$ cat src/rtl/recov_pkg.sv
// Shared widths and state codes for the self-recovering controller.
// Assumes a two-bit binary state register in which 00 is the safe idle code.
package recov_pkg;
    localparam int ST_W = 2;
    localparam logic [ST_W-1:0] ST_IDLE = 2'b00;
    localparam logic [ST_W-1:0] ST_RUN  = 2'b10;
    localparam logic [ST_W-1:0] ST_DONE = 2'b01;
endpackage

$ cat src/rtl/recov_next.sv
// Next-state logic. Every code that is not a defined state maps to
// ST_IDLE, so the unused code never holds or leads to another unused code.
// Assumes start_i and finish_i are already synchronous to the clock.
module recov_next
    import recov_pkg::*;
(
    input  logic [ST_W-1:0] cur_i,
    input  logic            start_i,
    input  logic            finish_i,
    output logic [ST_W-1:0] nxt_o
);
    // Transition table with an explicit recovery arm
    always_comb begin
        case (cur_i)
            ST_IDLE: nxt_o = start_i  ? ST_RUN  : ST_IDLE;
            ST_RUN:  nxt_o = finish_i ? ST_DONE : ST_RUN;
            ST_DONE: nxt_o = ST_IDLE;
            default: nxt_o = ST_IDLE;
        endcase
    end
endmodule

$ cat src/rtl/recov_decode.sv
// Output decode from the state register: busy in run, and a flag for
// any code outside the defined set. Purely combinational.
module recov_decode
    import recov_pkg::*;
(
    input  logic [ST_W-1:0] cur_i,
    output logic            busy_o,
    output logic            illegal_o
);
    // Flag codes that match no defined state; raise busy only in run
    always_comb begin
        busy_o    = (cur_i == ST_RUN);
        illegal_o = (cur_i != ST_IDLE) && (cur_i != ST_RUN) && (cur_i != ST_DONE);
    end
endmodule

$ cat src/rtl/recov_visit_cnt.sv
// Saturating event counter. It counts one per cycle with bump_i high and
// holds at all-ones. Synchronous active-low reset clears it.
module recov_visit_cnt #(
    parameter int CNT_W = 16
) (
    input  logic             clk,
    input  logic             rst_n,
    input  logic             bump_i,
    output logic [CNT_W-1:0] cnt_o
);
    localparam logic [CNT_W-1:0] CNT_MAX = {CNT_W{1'b1}};

    // Count events, stopping at the maximum value
    always_ff @(posedge clk) begin
        if (!rst_n)
            cnt_o <= '0;
        else if (bump_i && (cnt_o != CNT_MAX))
            cnt_o <= cnt_o + 1'b1;
    end
endmodule

$ cat src/rtl/recov_fsm.sv
// Self-recovering control state machine: idle -> run -> done -> idle.
// Its unused code returns to the all-zero idle code on the next edge.
// A saturating counter records each entry into code 00, and a test hook
// can load any code. Assumes synchronous inputs; reset is synchronous and
// active low.
module recov_fsm
    import recov_pkg::*;
#(
    parameter int CNT_W = 16
) (
    input  logic             clk,
    input  logic             rst_n,
    input  logic             start_i,
    input  logic             finish_i,
    input  logic             force_en_i,
    input  logic [ST_W-1:0]  force_code_i,
    output logic [ST_W-1:0]  state_o,
    output logic             busy_o,
    output logic             illegal_o,
    output logic [CNT_W-1:0] visits_o
);
    logic [ST_W-1:0] state_q;
    logic [ST_W-1:0] fsm_nxt;
    logic [ST_W-1:0] state_d;
    logic            enter_zero;

    recov_next u_next (
        .cur_i    (state_q),
        .start_i  (start_i),
        .finish_i (finish_i),
        .nxt_o    (fsm_nxt)
    );

    // Test hook overrides the normal next state
    always_comb begin
        state_d    = force_en_i ? force_code_i : fsm_nxt;
        enter_zero = (state_d == ST_IDLE) && (state_q != ST_IDLE);
    end

    // State register, reset to the safe idle code
    always_ff @(posedge clk) begin
        if (!rst_n)
            state_q <= ST_IDLE;
        else
            state_q <= state_d;
    end

    recov_decode u_dec (
        .cur_i     (state_q),
        .busy_o    (busy_o),
        .illegal_o (illegal_o)
    );

    recov_visit_cnt #(.CNT_W(CNT_W)) u_cnt (
        .clk    (clk),
        .rst_n  (rst_n),
        .bump_i (enter_zero),
        .cnt_o  (visits_o)
    );

    assign state_o = state_q;
endmodule

$ cat config.mk
export PLATFORM = sky130hd
export DESIGN_NAME = recov_fsm
export DESIGN_NICKNAME = d
export VERILOG_FILES = /design/src/rtl/recov_pkg.sv /design/src/rtl/recov_next.sv /design/src/rtl/recov_decode.sv /design/src/rtl/recov_visit_cnt.sv /design/src/rtl/recov_fsm.sv
export SDC_FILE = /design/constraint.sdc
export NUM_CORES = 1
export LEC_CHECK = 0
export ABC_AREA = 1
export BUFFER_PORTS_ARGS = -buffer_cell sky130_fd_sc_hd__clkbuf_2
export CORE_MARGIN = 2
export CORE_UTILIZATION = 52
export DETAILED_ROUTE_END_ITERATION = 7
export HOLD_SLACK_MARGIN = 0.1
export PLACE_DENSITY = 0.78
export SLEW_MARGIN = 20
export SYNTH_ARGS = -nofsm -noshare
export SYNTH_HDL_FRONTEND = slang
export SYNTH_SLANG_ARGS = --single-unit
$ cat constraint.sdc
create_clock -name clk -period 2 [get_ports clk]
set_input_delay 0.2 -clock clk [delete_from_list [all_inputs] [get_ports clk]]
set_output_delay 0.2 -clock clk [all_outputs]
set_load 0.03 [all_outputs]
==> run metrics <==
status completed; TritonCTS clock tree done; Slew Limit Fails 0; final WL 2.574 mm; drt first pass iters 4; total core area 2022 sq um; Crit. End Element flip-flop; Tmin final 1.620 ns; measured slew at the worst slew-check pin 0.5844 ns; Syn Nets roughly 180; Reg clk slew, reported paths 0.11 ns; antenna cells 0; post-CTS setup repair buffer count 0; Finish-stage setup viols 0; CP Data Arrival Time roughly 1.9 ns; sequential fraction of the synthesis area 31.61%; io pins 27; Final Skew approximately 0.0012 ns; CTS buffer count 3; hold path startpoint force_code_i[0]; worst-path maximum fanout 16; synthesized flop and latch total 18; Mapped Cells around 170; kind of critical path flip-flop to flip-flop; largest net degree at the start of global routing 19; unrepaired setup endpoints after global routing false; die area 2583 sq um; Unique masters post-synth 23; post-route antenna net violation count 0; hpwl dp between 1.5 and 2 mm; most frequent cells in the layout nand2_1, clkbuf_2, dfxtp_1; chip height about 51 microns; synth-to-layout area growth 14.93%; clk sinks 18; Ys Warns 0; Cell Area, Placed between 1000 and 1500 sq um; chip width just over 50 microns; Reg power frac 54.4%; vias in the first global route 1013; initial DRC count 27; via count 1154; Worst IR Drop VDD roughly 0.47 mV; gr ovfl total 0; Clk Latency, worst-skew pair 0.30 ns; post-route cell area 1310 sq um; class of the worst hold path input port to flip-flop; CTS Buffer Depth 2; Hold Buf Count CTS 0; drt drc 0; global placer's final weighted congestion ~0.84; max_cap viols 0; RR Startpoint u_cnt.cnt_o[0]; asr flop ratio synth 0%; post-layout util 64.79%; initial antenna violation count 0; first-pass GRT wire length approximately 4.4 mm; IO Port Bufs 26; number of synthesized flops with an enable pin 0; LEAKAGE 0.5158 nW; post-route insts no fill 222; Netlist Area Pre-Place 1140 sq um; Worst EP required 2.23 ns; nets around 200; Main synth FF type dfxtp_1; Rows 16; PD cells 518.0 nW/um^2; Sum Neg Setup Slack 0 ns; Rel. slew slack 60.80%; post-CTS sizing 0; drt wl/cell about 12 microns; CP Launch Point u_cnt.cnt_o[0]; P_sw 181.5 uW; commonest non-fill, non-tap cell in the layout nand2_1; Avg Cell Area, Syn between 6 and 7 sq um; Final Hold Viols 0; startpoint types flip-flop; Period Utilization, post-route around four fifths; combinational group share of total power 11.9%; Pint 497.1 uW; sw frac 26.74%; layout cells sized above 1 between 20% and 30%; Max Freq 0.6173 GHz; reg-to-reg slack, setup 0.38 ns; clock network power share around a third; placed insts around 220; Root Driver clkbuf_4; deepest level of the CTS H-tree 1; via-per-instance ratio 5.198; Tot GR Track Use about 22%; Fill cells 196; Starting Density 56.37%
==> synth_stat cells, types with 2 or more instances <==
cell	instances	share of area (%)
a21oi_1	12	5.3
a21oi_2	5	3.8
dfxtp_1	18	32
inv_1	15	4.9
nand2_1	59	19
nand2_2	4	2.2
nand3_1	10	4.4
nand4_1	2	1.1
nor2_1	16	5.3
nor2_2	2	1.1
nor2_4	4	4.0
xnor2_1	3	2.3
xor2_1	8	6.1
==> registers in the layout, indices dropped and copies added, names as in the netlist <==
signal       count
state_o          2
u_cnt.cnt_o     16
==> layout make-up <==
class                      instances  area [sq um]  share of cell area (%)
sequential                        18         360.3                   27.51
clock buffer                       4         36.28                   2.770
tap                               27         33.78                   2.579
timing repair buffer              26         130.1                   9.933
inverter                          16         60.06                   4.585
multi-input combinational        131         689.4                   52.63
==> metrics by stage <==
step                hold slack, ns  power (mW)  worst slack [ns]
floorplan                   0.3630      0.4423            0.2615
finish                      0.1352      0.6786            0.3799
CTS                         0.1311      0.6848            0.3867
global route                0.1751      0.7078            0.2674
detailed placement          0.4559      0.4581            0.4170
global placement            0.4528      0.4555            0.4878
==> final timing paths <==
check,to,cells after the start
max,u_cnt.cnt_o[3],8
min,state_o[0],3
max reg2reg,u_cnt.cnt_o[3],8
min reg2reg,u_cnt.cnt_o[14],2
==> kinds of logic (layout without fill, tap and decap cells) <==
family | after synthesis | in the layout | share of synthesized area (%)
AO/OA/AOI/OAI | 17 | 17 | 9.111
XOR/XNOR | 11 | 11 | 8.453
adder cells (fa/ha/maj) | 1 | 1 | 1.098
buffers and inverters | 19 | 46 | 7.902
flip-flops | 18 | 18 | 31.61
AND/OR/NAND/NOR | 102 | 102 | 41.82
==> metal layers <==
metal	track usage, %	wire length [microns]	up-vias
met5	0	0	-
met4	6.757	27	0
met3	2.632	111	5
met2	37.06	1225	32
met1	30.13	1209	533
li1	-	-	584
==> power groups by stage <==
stage	sequential, mW	clock [mW]	combinational, mW
5_1_grt	0.371	0.249	0.0883
2_1_floorplan	0.386	0	0.0566
3_5_place_dp	0.377	0	0.0806
4_1_cts	0.369	0.235	0.0809
6_report	0.369	0.229	0.0807
3_3_place_gp	0.377	0	0.0787
==> worst max-delay path, stage by stage (launching register included) <==
cell and delay (ns):
dfxtp_1 0.37, ha_1 0.25, nand2_2 0.13, nor2_4 0.07, nand3_1 0.08, nor2_2 0.05
nor2_4 0.32, nand2_1 0.14, a21oi_2 0.13
Power figures use the tool's default switching activity.
